$ cat config.mk
export PLATFORM = sky130hd
export DESIGN_NAME = sdi_reclock_ctl
export DESIGN_NICKNAME = d
export VERILOG_FILES = /design/src/rtl/sdi_ctl_pkg.sv /design/src/rtl/sdi_sync2.sv /design/src/rtl/sdi_lock_track.sv /design/src/rtl/sdi_out_ctl.sv /design/src/rtl/sdi_reclock_ctl.sv
export SDC_FILE = /design/constraint.sdc
export NUM_CORES = 1
export LEC_CHECK = 0
export BUFFER_PORTS_ARGS = -buffer_cell sky130_fd_sc_hd__clkbuf_2
export CORE_MARGIN = 2
export CORE_UTILIZATION = 25
export CTS_CLUSTER_SIZE = 20
export DETAILED_ROUTE_END_ITERATION = 7
export PLACE_DENSITY = 0.39
export RECOVER_POWER = 25
export SETUP_SLACK_MARGIN = 0.15
export SYNTH_ARGS = -nofsm -noshare
export SYNTH_HDL_FRONTEND = slang
export SYNTH_SLANG_ARGS = --single-unit
export TNS_END_PERCENT = 50
$ cat constraint.sdc
create_clock -name clk -period 2.15 [get_ports clk]
set_input_delay 0.3225 -clock clk [delete_from_list [all_inputs] [get_ports clk]]
set_output_delay 0.3225 -clock clk [all_outputs]
set_load 0.03 [all_outputs]
$ cat src/rtl/sdi_ctl_pkg.sv
package sdi_ctl_pkg;

    // detected rate classes reported by the rate detector
    localparam logic [1:0] DET_NONE = 2'b00;
    localparam logic [1:0] DET_SD   = 2'b01;
    localparam logic [1:0] DET_HD   = 2'b10;
    localparam logic [1:0] DET_3G   = 2'b11;

    // rate selection codes
    localparam logic [1:0] RSEL_AUTO = 2'b00;
    localparam logic [1:0] RSEL_SD   = 2'b01;
    localparam logic [1:0] RSEL_HD   = 2'b10;
    localparam logic [1:0] RSEL_TEST = 2'b11;

    // board-level controls after synchronization
    typedef struct packed {
        logic       mute_n;
        logic       force_byp;
        logic       clk_mode;
        logic [1:0] rsel;
    } ctl_sync_t;

    localparam ctl_sync_t CTL_RST = '{mute_n: 1'b1, force_byp: 1'b0,
                                      clk_mode: 1'b0, rsel: RSEL_AUTO};

    // whether a detected rate class is acceptable in the selected mode
    function automatic logic rate_ok(input logic [1:0] rsel, input logic [1:0] det);
        logic ok;
        case (rsel)
            RSEL_SD: ok = (det == DET_SD);
            RSEL_HD: ok = (det == DET_HD) || (det == DET_3G);
            default: ok = (det != DET_NONE);
        endcase
        return ok;
    endfunction

endpackage

$ cat src/rtl/sdi_sync2.sv
module sdi_sync2 #(
    parameter int             W       = 1,
    parameter logic [W-1:0]   RST_VAL = '0
) (
    input  logic         clk,
    input  logic         rst_n,
    input  logic [W-1:0] d_i,
    output logic [W-1:0] q_o
);

    typedef struct packed {
        logic [W-1:0] s1;
        logic [W-1:0] s2;
    } sync_t;

    sync_t st_d, st_q;

    always_comb begin
        st_d    = st_q;
        st_d.s1 = d_i;
        st_d.s2 = st_q.s1;
    end

    always_ff @(posedge clk or negedge rst_n) begin
        if (!rst_n) begin
            st_q <= '{s1: RST_VAL, s2: RST_VAL};
        end else begin
            st_q <= st_d;
        end
    end

    assign q_o = st_q.s2;

endmodule

$ cat src/rtl/sdi_lock_track.sv
module sdi_lock_track
    import sdi_ctl_pkg::*;
#(
    parameter int ACQ_CYC = 270000,
    parameter int LOS_CYC = 13500
) (
    input  logic       clk,
    input  logic       rst_n,
    input  logic [1:0] rsel_i,
    input  logic       force_byp_i,
    input  logic       pll_lock_i,
    input  logic [1:0] det_rate_i,
    output logic       lock_o,
    output logic       sd_o
);

    localparam int CMAX = (ACQ_CYC > LOS_CYC) ? ACQ_CYC : LOS_CYC;
    localparam int CW   = $clog2(CMAX + 1);
    localparam logic [CW-1:0] ACQ_L = CW'(ACQ_CYC);
    localparam logic [CW-1:0] LOS_L = CW'(LOS_CYC);
    localparam logic [CW-1:0] ONE_L = CW'(1);

    typedef struct packed {
        logic          lock;
        logic          sd;
        logic [1:0]    rate;
        logic [CW-1:0] cnt;
    } trk_t;

    trk_t          st_d, st_q;
    logic          accept;
    logic          same_rate;
    logic [CW-1:0] cnt_inc;

    always_comb begin
        accept    = pll_lock_i && rate_ok(rsel_i, det_rate_i);
        same_rate = (det_rate_i == st_q.rate);
        cnt_inc   = st_q.cnt + ONE_L;

        st_d    = st_q;
        // indicator trails the lock state by one reference period
        st_d.sd = st_q.lock && (st_q.rate == DET_SD);

        if (force_byp_i) begin
            st_d.lock = 1'b0;
            st_d.cnt  = '0;
            st_d.rate = det_rate_i;
        end else if (!st_q.lock) begin
            // acquisition: run length of accepted, unchanged rate
            st_d.rate = det_rate_i;
            if (!accept) begin
                st_d.cnt = '0;
            end else if (same_rate) begin
                st_d.cnt = cnt_inc;
            end else begin
                st_d.cnt = ONE_L;
            end
            if (accept && (st_d.cnt == ACQ_L)) begin
                st_d.lock = 1'b1;
                st_d.cnt  = '0;
            end
        end else begin
            // tracking: run length of disagreement
            if (accept && same_rate) begin
                st_d.cnt = '0;
            end else begin
                st_d.cnt = cnt_inc;
            end
            if (st_d.cnt == LOS_L) begin
                st_d.lock = 1'b0;
                st_d.cnt  = '0;
            end
        end
    end

    always_ff @(posedge clk or negedge rst_n) begin
        if (!rst_n) begin
            st_q <= '{lock: 1'b0, sd: 1'b0, rate: DET_NONE, cnt: '0};
        end else begin
            st_q <= st_d;
        end
    end

    assign lock_o = st_q.lock;
    assign sd_o   = st_q.sd;

endmodule

$ cat src/rtl/sdi_out_ctl.sv
module sdi_out_ctl
    import sdi_ctl_pkg::*;
(
    input  ctl_sync_t ctl_i,
    input  logic      lock_i,
    output logic      retime_bypass_o,
    output logic      out1_mute_o,
    output logic      out2_mute_o,
    output logic      out2_clk_sel_o
);

    typedef struct packed {
        logic bypass;
        logic mute1;
        logic mute2;
        logic clk_sel;
    } outc_t;

    outc_t oc_d;

    always_comb begin
        oc_d.bypass  = ctl_i.force_byp || !lock_i;
        oc_d.clk_sel = ctl_i.clk_mode;
        // mute has top priority on both outputs
        oc_d.mute1   = !ctl_i.mute_n;
        // a recovered clock is meaningless while bypassed
        oc_d.mute2   = !ctl_i.mute_n || (ctl_i.clk_mode && oc_d.bypass);
    end

    assign retime_bypass_o = oc_d.bypass;
    assign out1_mute_o     = oc_d.mute1;
    assign out2_mute_o     = oc_d.mute2;
    assign out2_clk_sel_o  = oc_d.clk_sel;

endmodule

$ cat src/rtl/sdi_reclock_ctl.sv
module sdi_reclock_ctl
    import sdi_ctl_pkg::*;
#(
    parameter int ACQ_CYC = 270000,
    parameter int LOS_CYC = 13500
) (
    input  logic       clk,
    input  logic       rst_n,
    input  logic [1:0] rate_sel_i,
    input  logic       force_bypass_i,
    input  logic       mute_n_i,
    input  logic       clk_out_sel_i,
    input  logic       pll_lock_i,
    input  logic [1:0] det_rate_i,
    output logic       lock_o,
    output logic       sd_o,
    output logic       retime_bypass_o,
    output logic       out1_mute_o,
    output logic       out2_mute_o,
    output logic       out2_clk_sel_o
);

    localparam int SW = $bits(ctl_sync_t);

    ctl_sync_t ctl_raw;
    ctl_sync_t ctl_syn;
    logic      lock_int;

    assign ctl_raw = '{mute_n: mute_n_i, force_byp: force_bypass_i,
                       clk_mode: clk_out_sel_i, rsel: rate_sel_i};

    sdi_sync2 #(
        .W       (SW),
        .RST_VAL (CTL_RST)
    ) i_sync (
        .clk   (clk),
        .rst_n (rst_n),
        .d_i   (ctl_raw),
        .q_o   (ctl_syn)
    );

    sdi_lock_track #(
        .ACQ_CYC (ACQ_CYC),
        .LOS_CYC (LOS_CYC)
    ) i_track (
        .clk         (clk),
        .rst_n       (rst_n),
        .rsel_i      (ctl_syn.rsel),
        .force_byp_i (ctl_syn.force_byp),
        .pll_lock_i  (pll_lock_i),
        .det_rate_i  (det_rate_i),
        .lock_o      (lock_int),
        .sd_o        (sd_o)
    );

    sdi_out_ctl i_outc (
        .ctl_i           (ctl_syn),
        .lock_i          (lock_int),
        .retime_bypass_o (retime_bypass_o),
        .out1_mute_o     (out1_mute_o),
        .out2_mute_o     (out2_mute_o),
        .out2_clk_sel_o  (out2_clk_sel_o)
    );

    assign lock_o = lock_int;

endmodule

Yosys cells after proc, flatten, opt, wreduce, memory -nomap -nowiden
Cells that the tools add are included.
{"block": "word_totals", "regBits": 33, "latch_bits": 0, "ramBits": 0, "mem_bits_ro": 0, "input_bits": 10, "memories": 0}
{"block": "op_classes", "n_addsub": 1, "mul": 0, "n_div": 0, "n_lt_le_gt_ge": 0, "n_eq_ne": 10, "shifts": 0, "muxes": 17, "bitwise": 0, "reduce_logical": 11}
{"operator": "19-bit two-way mux", "n": 10}
{"operator": "21-bit two-way mux", "n": 1}
{"operator": "19-bit by 1-bit adder with 19-bit output (second input constant)", "n": 1}
{"operator": "19-bit by 14-bit equality test with 1-bit output (second input constant)", "n": 1}
{"operator": "19-bit equality test (second input constant)", "n": 1}
{"operator": "2-bit by 1-bit equality test with 1-bit output (second input constant)", "n": 3}
{"operator": "2-bit equality test (second input constant)", "n": 3}
{"operator": "1-bit logical AND", "n": 5}
{"operator": "1-bit two-way mux", "n": 4}
{"operator": "1-bit logical OR", "n": 3}
{"operator": "2-bit equality test", "n": 1}
{"operator": "1-bit zero test", "n": 2}
{"operator": "2-bit two-way mux", "n": 1}
{"operator": "2-bit inequality test (second input constant)", "n": 1}
{"operator": "1-bit one-hot mux with 2 select lines", "n": 1}
{"operator": "2-bit nonzero test", "n": 1}

Longest topological paths before layout
Gate-level depths: netlist (run 1).
{"block": "depth", "ltp_word": 12, "mapped_depth": 9}

Hierarchy
Synthesis (run 1) repeated with hierarchy kept, for this count alone.
{"block": "unflattened", "cells_unflattened": 198, "hier_area_um2": 1959.4}
{"mod": "sdi_lock_track", "n_inst": 1, "cells_each": 184, "area_each_um2": 1674.1, "seq_area_each_um2": 575.6}
{"mod": "sdi_sync2", "n_inst": 1, "cells_each": 10, "area_each_um2": 252.7, "seq_area_each_um2": 252.7}
{"mod": "sdi_out_ctl", "n_inst": 1, "cells_each": 4, "area_each_um2": 32.5, "seq_area_each_um2": 0.0}

Worst setup path after synthesis (run 1)
No wires, ideal clock.
{"block": "synth_timing", "path_kind": "flip-flop to flip-flop", "from": "register i_track.st_q[0] (netlist name)", "to": "register i_track.st_q[13] (netlist name)", "arrival_ps": 2124, "t_required_ps": 2012, "path_slack_ps": -112, "stages_incl_launch_ff": 9, "n_path_buf": 0, "cell_sequence": "dfrtp_1 ha_1 inv_1 nor4_1 xnor2_1 nand4b_1 or2_1 o31ai_4 nor4_1"}
{"element": "from (decl)", "line": "sdi_lock_track.sv:30", "text": "trk_t st_d, st_q;"}
{"element": "from (signal assigned)", "line": "sdi_lock_track.sv:78", "text": "st_q <= '{lock: 1'b0, sd: 1'b0, rate: DET_NONE, cnt: '0};"}
{"element": "from (signal assigned)", "line": "sdi_lock_track.sv:80", "text": "st_q <= st_d;"}

==> results of run 1 <==
## registers in the layout, indices dropped and copies added (netlist names)
signal,cells
i_track.st_q,21
i_track.lock_o,1
i_track.sd_o,1
i_sync.st_d,5
i_sync.q_o,5
## metal layers
metal	up-vias	global-route usage	part of all wire
met5	-	0	0
met4	0	0.0372	0.0073
met3	6	0.0284	0.038
met2	41	0.281	0.54
met1	894	0.178	0.41
li1	844	-	-
## worst max-delay path: cells and delay by family (launching register included)
kind	cells	cell delay, ps
simple gates	5	1460
flops	1	450
buf+inv	1	150
compound gates	1	100
xor+xnor	1	200
## cell type report
class,count,area (µm²),share of cell area
clock buffer,6,82.6,0.0278
clock inverter,2,37.5,0.0126
inverter,9,33.8,0.0114
multi-input combinational,134,1240,0.418
sequential,33,835,0.280
tap,99,124,0.0416
timing repair buffer,84,618,0.208
## power breakdown
group	internal, µW	leakage (µW)	switching [µW]
Clock	377	0.0000574	247
Sequential	635	0.000422	7.80
Combinational	39.3	0.000760	58.4
## how the worst min path moves through the flow
stage	start	endpoint	cells after the start	slack (ps)
after floorplan	rst_n	i_sync.q_o[0]$_DFF_PN0_	0	30
after global placement	rst_n	i_track.st_q[5]$_DFF_PN0_	1	230
after detailed placement	rst_n	i_track.st_q[5]$_DFF_PN0_	1	230
after CTS	mute_n_i	i_sync.st_d[4]$_DFF_PN1_	1	110
after global routing	mute_n_i	i_sync.st_d[4]$_DFF_PN1_	1	110
final	mute_n_i	i_sync.st_d[4]$_DFF_PN1_	1	120
## cell usage after synthesis, types with 2 or more instances
master     n
nor3_1     4
dfstp_2    2
nor2b_1    4
o31ai_1    8
nand4_2    2
a211oi_1   2
nand3_1   10
and2_1     2
nor4_1     6
nor2_1     7
nand2b_1   5
inv_1      9
nand4b_1   2
dfrtp_1   31
mux2_2     2
nor4b_1    3
xnor2_1   12
or3_1      4
or4_1      7
o21ai_0    2
nor4_2     2
ha_1       3
nand4_1    6
xor2_1     5
a21oi_1    2
clkbuf_1   5
nand2_1   11
or2_2      3
## logic make-up (layout without fill, tap and decap cells)
group,count (synthesis),after routing,synth area share
AO/OA/AOI/OAI,27,27,0.120
XOR/XNOR,17,17,0.0800
adder cells (fa/ha/maj),3,3,0.0202
buffers and inverters,15,101,0.0309
flip-flops,33,33,0.445
multiplexers,2,2,0.0121
AND/OR/NAND/NOR,85,85,0.292
## per-stage QoR
step / setup WS [ps] / util
2_1_floorplan: 10.2 / -
3_3_place_gp: -311 / 0.344
3_5_place_dp: -312 / 0.344
4_1_cts: -261 / 0.391
5_1_grt: -370 / 0.412
6_report: -315 / 0.412
## timing repair
action / in CTS / in global routing
hold buffers: 1 / 0
gates resized for setup: 18 / 19
endpoints found under the hold margin: 11 / 0
setup endpoints to repair: 19 / 20
pin swaps: 15 / 9
setup buffers: 13 / 7
==> run summary, run 1 <==
DP Cell Count = 338
PwrDens = 458 mW/mm²
Syn_area_per_cell = 10.2 µm²
Wirelength per Cell = 16.5 µm
WHS = 120 ps
Max incr delay on CP = 580 ps
Synth Cell Area = 0.00186 mm²
First-pass GRT wire length = 9580 µm
FF-to-FF path depth = 8
Clock root buffer = clkbuf_8
H-tree depth = 2
Nets = 280
Synth warn = 0
Setup TNS = -3350 ps
Worst VDD drop = 0.247 mV
Clock-pin slew on the worst setup and hold paths = 80 ps
I/O Buffers = 15
Crit-path cells = nand3_2, or4_4, xnor2_4, nand4b_1, nor4_4, buf_4, or4_1, o31ai_1
Non-filler instance count after layout = 367
Critical Path Start Type = flip-flop
GP Congestion = 0.901
Total Power = 1360 µW
Area leader, netlist = dfrtp_1
Vias per Instance = 4.86
CTS tree = yes
CTS buffer count = 5
Antenna-violating nets left = 0
# diodes = 0
Worst skew pair latency = 290 ps
Post-Route Skew = 8.07 ps
Share of layout cells above drive strength 1 = 0.534
Area Overhead vs Synth = 59.8%
Outcome = finished, violations left
CP required = 2330 ps
Max-cap violations = 0
Leak = 0.00124 µW
Area contributors post-synth = dfrtp_1, xnor2_1, o31ai_1
Reg2Reg Capture Point = i_track.st_q[7]$_DFF_PN0_
CP Max Fanout = 6
Io pins = 16
Num rows = 31
Wirelength, routed = 6050 µm
Post-synthesis sequential area ratio = 0.445
Crit share post-route = 1.15
Slew @ Worst Pin = 660 ps
Most common cell after layout, fill and taps aside = buf_4
FF-to-FF setup slack = -310 ps
Violated checks = negative setup slack
Vias in the first global route = 1881
Cell variety after synth = 49
RSZ-0062 raised after global routing = yes
Drt pass-1 iters = 4
EDFF count, synth = 0
Syn_nets = 195
Largest net degree at the start of global routing = 23
FFs w/ async S/R, synth = 1.00
Max clock buf depth = 2
Fmax = 406 MHz
Die X = 90.3 µm
Iter 0 DRT Violations = 100
Type of the most critical hold path = input port to flip-flop
Yosys top cell area share = 0.417
Relative slew slack = 0.560
Crit path to = i_track.st_q[7]$_DFF_PN0_
Critical setup path kind = flip-flop to flip-flop
Clk sinks = 33
FF-to-FF Start = i_track.st_q[8]$_DFF_PN0_
GRT overflow = 0
Final Max Tran Viols = 0
Post-synthesis register bit count = 33
Die Y-Extent = 90.3 µm
Initial cell density of the core = 0.258
Die ar. = 0.00815 mm²
Worst setup startpoint = i_track.st_q[8]$_DFF_PN0_
Final hold vios = 0
Design Area, Final = 0.00298 mm²
Core ar. = 0.00721 mm²
Post-DP HPWL = 4230 µm
GRT Total Usage = 0.151
Setup slack after layout = -315 ps
CP Capture Type = flip-flop
FILL cells = 756
Final routed DRC violation total = 0
Crit path DAT = 2640 ps
Final setup violation count = 17
Post-Place Cell Area = 0.00248 mm²
Final min period = 2460 ps
Initial antenna violation count = 0
Top FF cell, synth = dfrtp_1
Mapped Cells = 182
Most frequent cells in the layout = buf_4, dfrtp_1, clkbuf_2, nand2_1, inv_1
Vias = 1785
CP max-delay cell = or4_4
(Power assumes the default switching activity.)
==> run 2: changes to the inputs <==
CORE_ASPECT_RATIO = 0.75   (was unset)
==> run 2 against run 1 <==
  * The flow finishes with violations (max-capacitance violations, max-slew violations, negative setup slack)
  * Largest cell class unchanged
  * Non-clock buffer count decreased by 6
  * Count of clock-buffer cells in the layout increased by 1
  * Combinational power decreased by 2%
  * Fmax increased by 5.5%
  * Clock power decreased by 19%
  * Largest power group unchanged
==> run summary, run 2 (same netlist as run 1, synthesis figures left out) <==
Outcome = finished, violations left
Violated checks = max-capacitance violations, max-slew violations, negative setup slack
FF-to-FF path depth = 8 (unchanged)
Wirelength per Cell = 15.5 µm (-6.1%)
PwrDens = 441 mW/mm² (-3.8%)
Core ar. = 0.00726 mm² (+0.68%)
CP required = 2330 ps (about the same)
NetSw = 309 µW (-1.4%)
Max clock buf depth = 2 (unchanged)
Antenna-violating nets left = 0 (unchanged)
Leak = 0.00116 µW (-6.1%)
Critical setup path kind = flip-flop to flip-flop
Most frequent cells in the layout = buf_4, dfrtp_1, clkbuf_2, nand2_1, nand3_1
DP Cell Count = 345 (+2.1%)
Drt pass-1 iters = 4 (unchanged)
Vias = 1718 (-3.8%)
Largest net degree at the start of global routing = 29 (+26%)
Final min period = 2340 ps (-129 ps)
Worst VDD drop = 0.199 mV (-19%)
Die Y-Extent = 78.7 µm (-13%)
Sequential Power Share = 0.517 (+0.046)
Most common cell after layout, fill and taps aside = buf_4
Crit share post-route = 1.09 (-0.0600)
GRT overflow = 0 (unchanged)
Initial cell density of the core = 0.256 (-0.00173)
Biggest register = i_track.st_q
Setup TNS = -2190 ps (+1160 ps)
Final hold vios = 0 (unchanged)
H-tree depth = 2 (unchanged)
First-pass GRT wire length = 9150 µm (-4.5%)
Clock power frac = 0.406 (-0.051)
I/O Buffers = 15 (unchanged)
Nets = 274 (-2.1%)
Switching Share = 0.248 (+0.0184)
Post-DP HPWL = 4300 µm (+1.5%)
Num rows = 27 (-13%)
Setup slack after layout = -186 ps (+129 ps)
Crit path DAT = 2520 ps (-120 ps)
Hold-critical path depth = 1 (unchanged)
Crit path buf inv count = 1 (unchanged)
Relative slew slack = -0.0530 (-0.613)
CTS tree = yes
Final routed DRC violation total = 0 (unchanged)
CP Depth = 8 (unchanged)
Critical Path Start Type = flip-flop
Iter 0 DRT Violations = 48 (-52%)
Vias per Instance = 4.73 (-2.7%)
Clock root buffer = clkbuf_8
Type of the most critical hold path = input port to flip-flop
Worst skew pair latency = 290 ps (about the same)
Max-cap violations = 1 (+1)
GRT Total Usage = 0.145 (-0.00556)
Non-filler instance count after layout = 363 (-1.1%)
Post-Route Skew = 7.29 ps (-0.780 ps)
CTS buffer count = 5 (unchanged)
Final setup violation count = 16 (-1)
CP max-delay cell = or4_1
Area Overhead vs Synth = 51.6%
CP Max Fanout = 9 (+3)
# diodes = 0 (unchanged)
Fmax = 428 MHz (+5.5%)
Clock-pin slew on the worst setup and hold paths = 70 ps (about the same)
Die ar. = 0.00816 mm² (about the same)
RSZ-0062 raised after global routing = yes
Cts hold-fix bufs = 0 (-1)
Max reg flops = 21 (unchanged)
Share of layout cells above drive strength 1 = 0.481 (-0.0527)
Internal power = 936 µW (-11%)
Vias in the first global route = 1762 (-6.3%)
Crit-path cells = nand4_4, or3_4, o31a_1, o21ai_4, nor4_4, buf_4, or4_1, o31ai_1
Logic pwr share = 0.077 (+0.005)
Clk sinks = 33 (unchanged)
CP Capture Type = flip-flop
Slew @ Worst Pin = 1580 ps (+920 ps)
Die X = 104 µm (+15%)
GP Congestion = 0.810 (-10%)
Worst path top cell family by delay = simple AND/OR/NAND/NOR gates
Initial antenna violation count = 0 (unchanged)
FILL cells = 723 (-4.4%)
Max incr delay on CP = 460 ps (-120 ps)
Wirelength, routed = 5620 µm (-7.1%)
Final Max Tran Viols = 29 (+29)
Io pins = 16 (unchanged)
## run 2: per-stage QoR
step | hold slack, ps | total power, µW | instance area [µm²] | util | worst slack (ps)
after floorplan | 26.9 | 698 | 1940 | - | 10.2
after global placement | 333 | 745 | 2520 | 0.347 | -394
after detailed placement | 344 | 746 | 2520 | 0.347 | -303
after CTS | 98.1 | 1250 | 2720 | 0.375 | -198
after global routing | 93.7 | 1310 | 2820 | 0.389 | -304
final | 111 | 1250 | 2820 | 0.389 | -186
## run 2: timing repair
item                                    CTS  global route
resized for setup                        15             8
buffers inserted                          3             7
endpoints found under the setup margin   19            20
pin swaps                                 9            14
## run 2: final timing paths
kind                       slack, ps                        from                        end
hold reg to reg                  360    i_sync.st_d[1]$_DFF_PN0_    i_sync.q_o[1]$_DFF_PN0_
setup / recovery                -190  i_track.st_q[10]$_DFF_PN0_  i_track.st_q[7]$_DFF_PN0_
setup reg to reg                -190  i_track.st_q[10]$_DFF_PN0_  i_track.st_q[7]$_DFF_PN0_
min in group asynchronous        420                       rst_n    i_sync.q_o[1]$_DFF_PN0_
max in group asynchronous        690                       rst_n  i_track.st_q[7]$_DFF_PN0_
hold / removal                   110                    mute_n_i   i_sync.st_d[4]$_DFF_PN1_
## run 2: power by group through the flow
stage,combinational (µW),sequential [µW],clock [µW]
2_1_floorplan,42.9,655,0
3_3_place_gp,90.4,655,0
3_5_place_dp,91.1,655,0
4_1_cts,93.9,644,514
5_1_grt,105,645,555
6_report,96.0,643,506
## run 2: layout make-up
| cell class | instances | area [µm²] | area share |
|---|---|---|---|
| timing repair buffer | 78 | 571 | 0.202 |
| multi-input combinational | 134 | 1170 | 0.413 |
| clock inverter | 1 | 7.51 | 0.00266 |
| clock buffer | 7 | 86.3 | 0.0306 |
| inverter | 9 | 33.8 | 0.0120 |
| tap | 101 | 126 | 0.0448 |
| sequential | 33 | 832 | 0.295 |
## run 2: routing by layer
| layer | vias up | global-route usage | wire length (µm) |
|---|---|---|---|
| met3 | 5 | 0.0271 | 140 |
| met5 | - | 0 | 0 |
| met2 | 13 | 0.244 | 2700 |
| li1 | 842 | - | - |
| met1 | 858 | 0.194 | 2720 |
| met4 | 0 | 0.0405 | 55 |
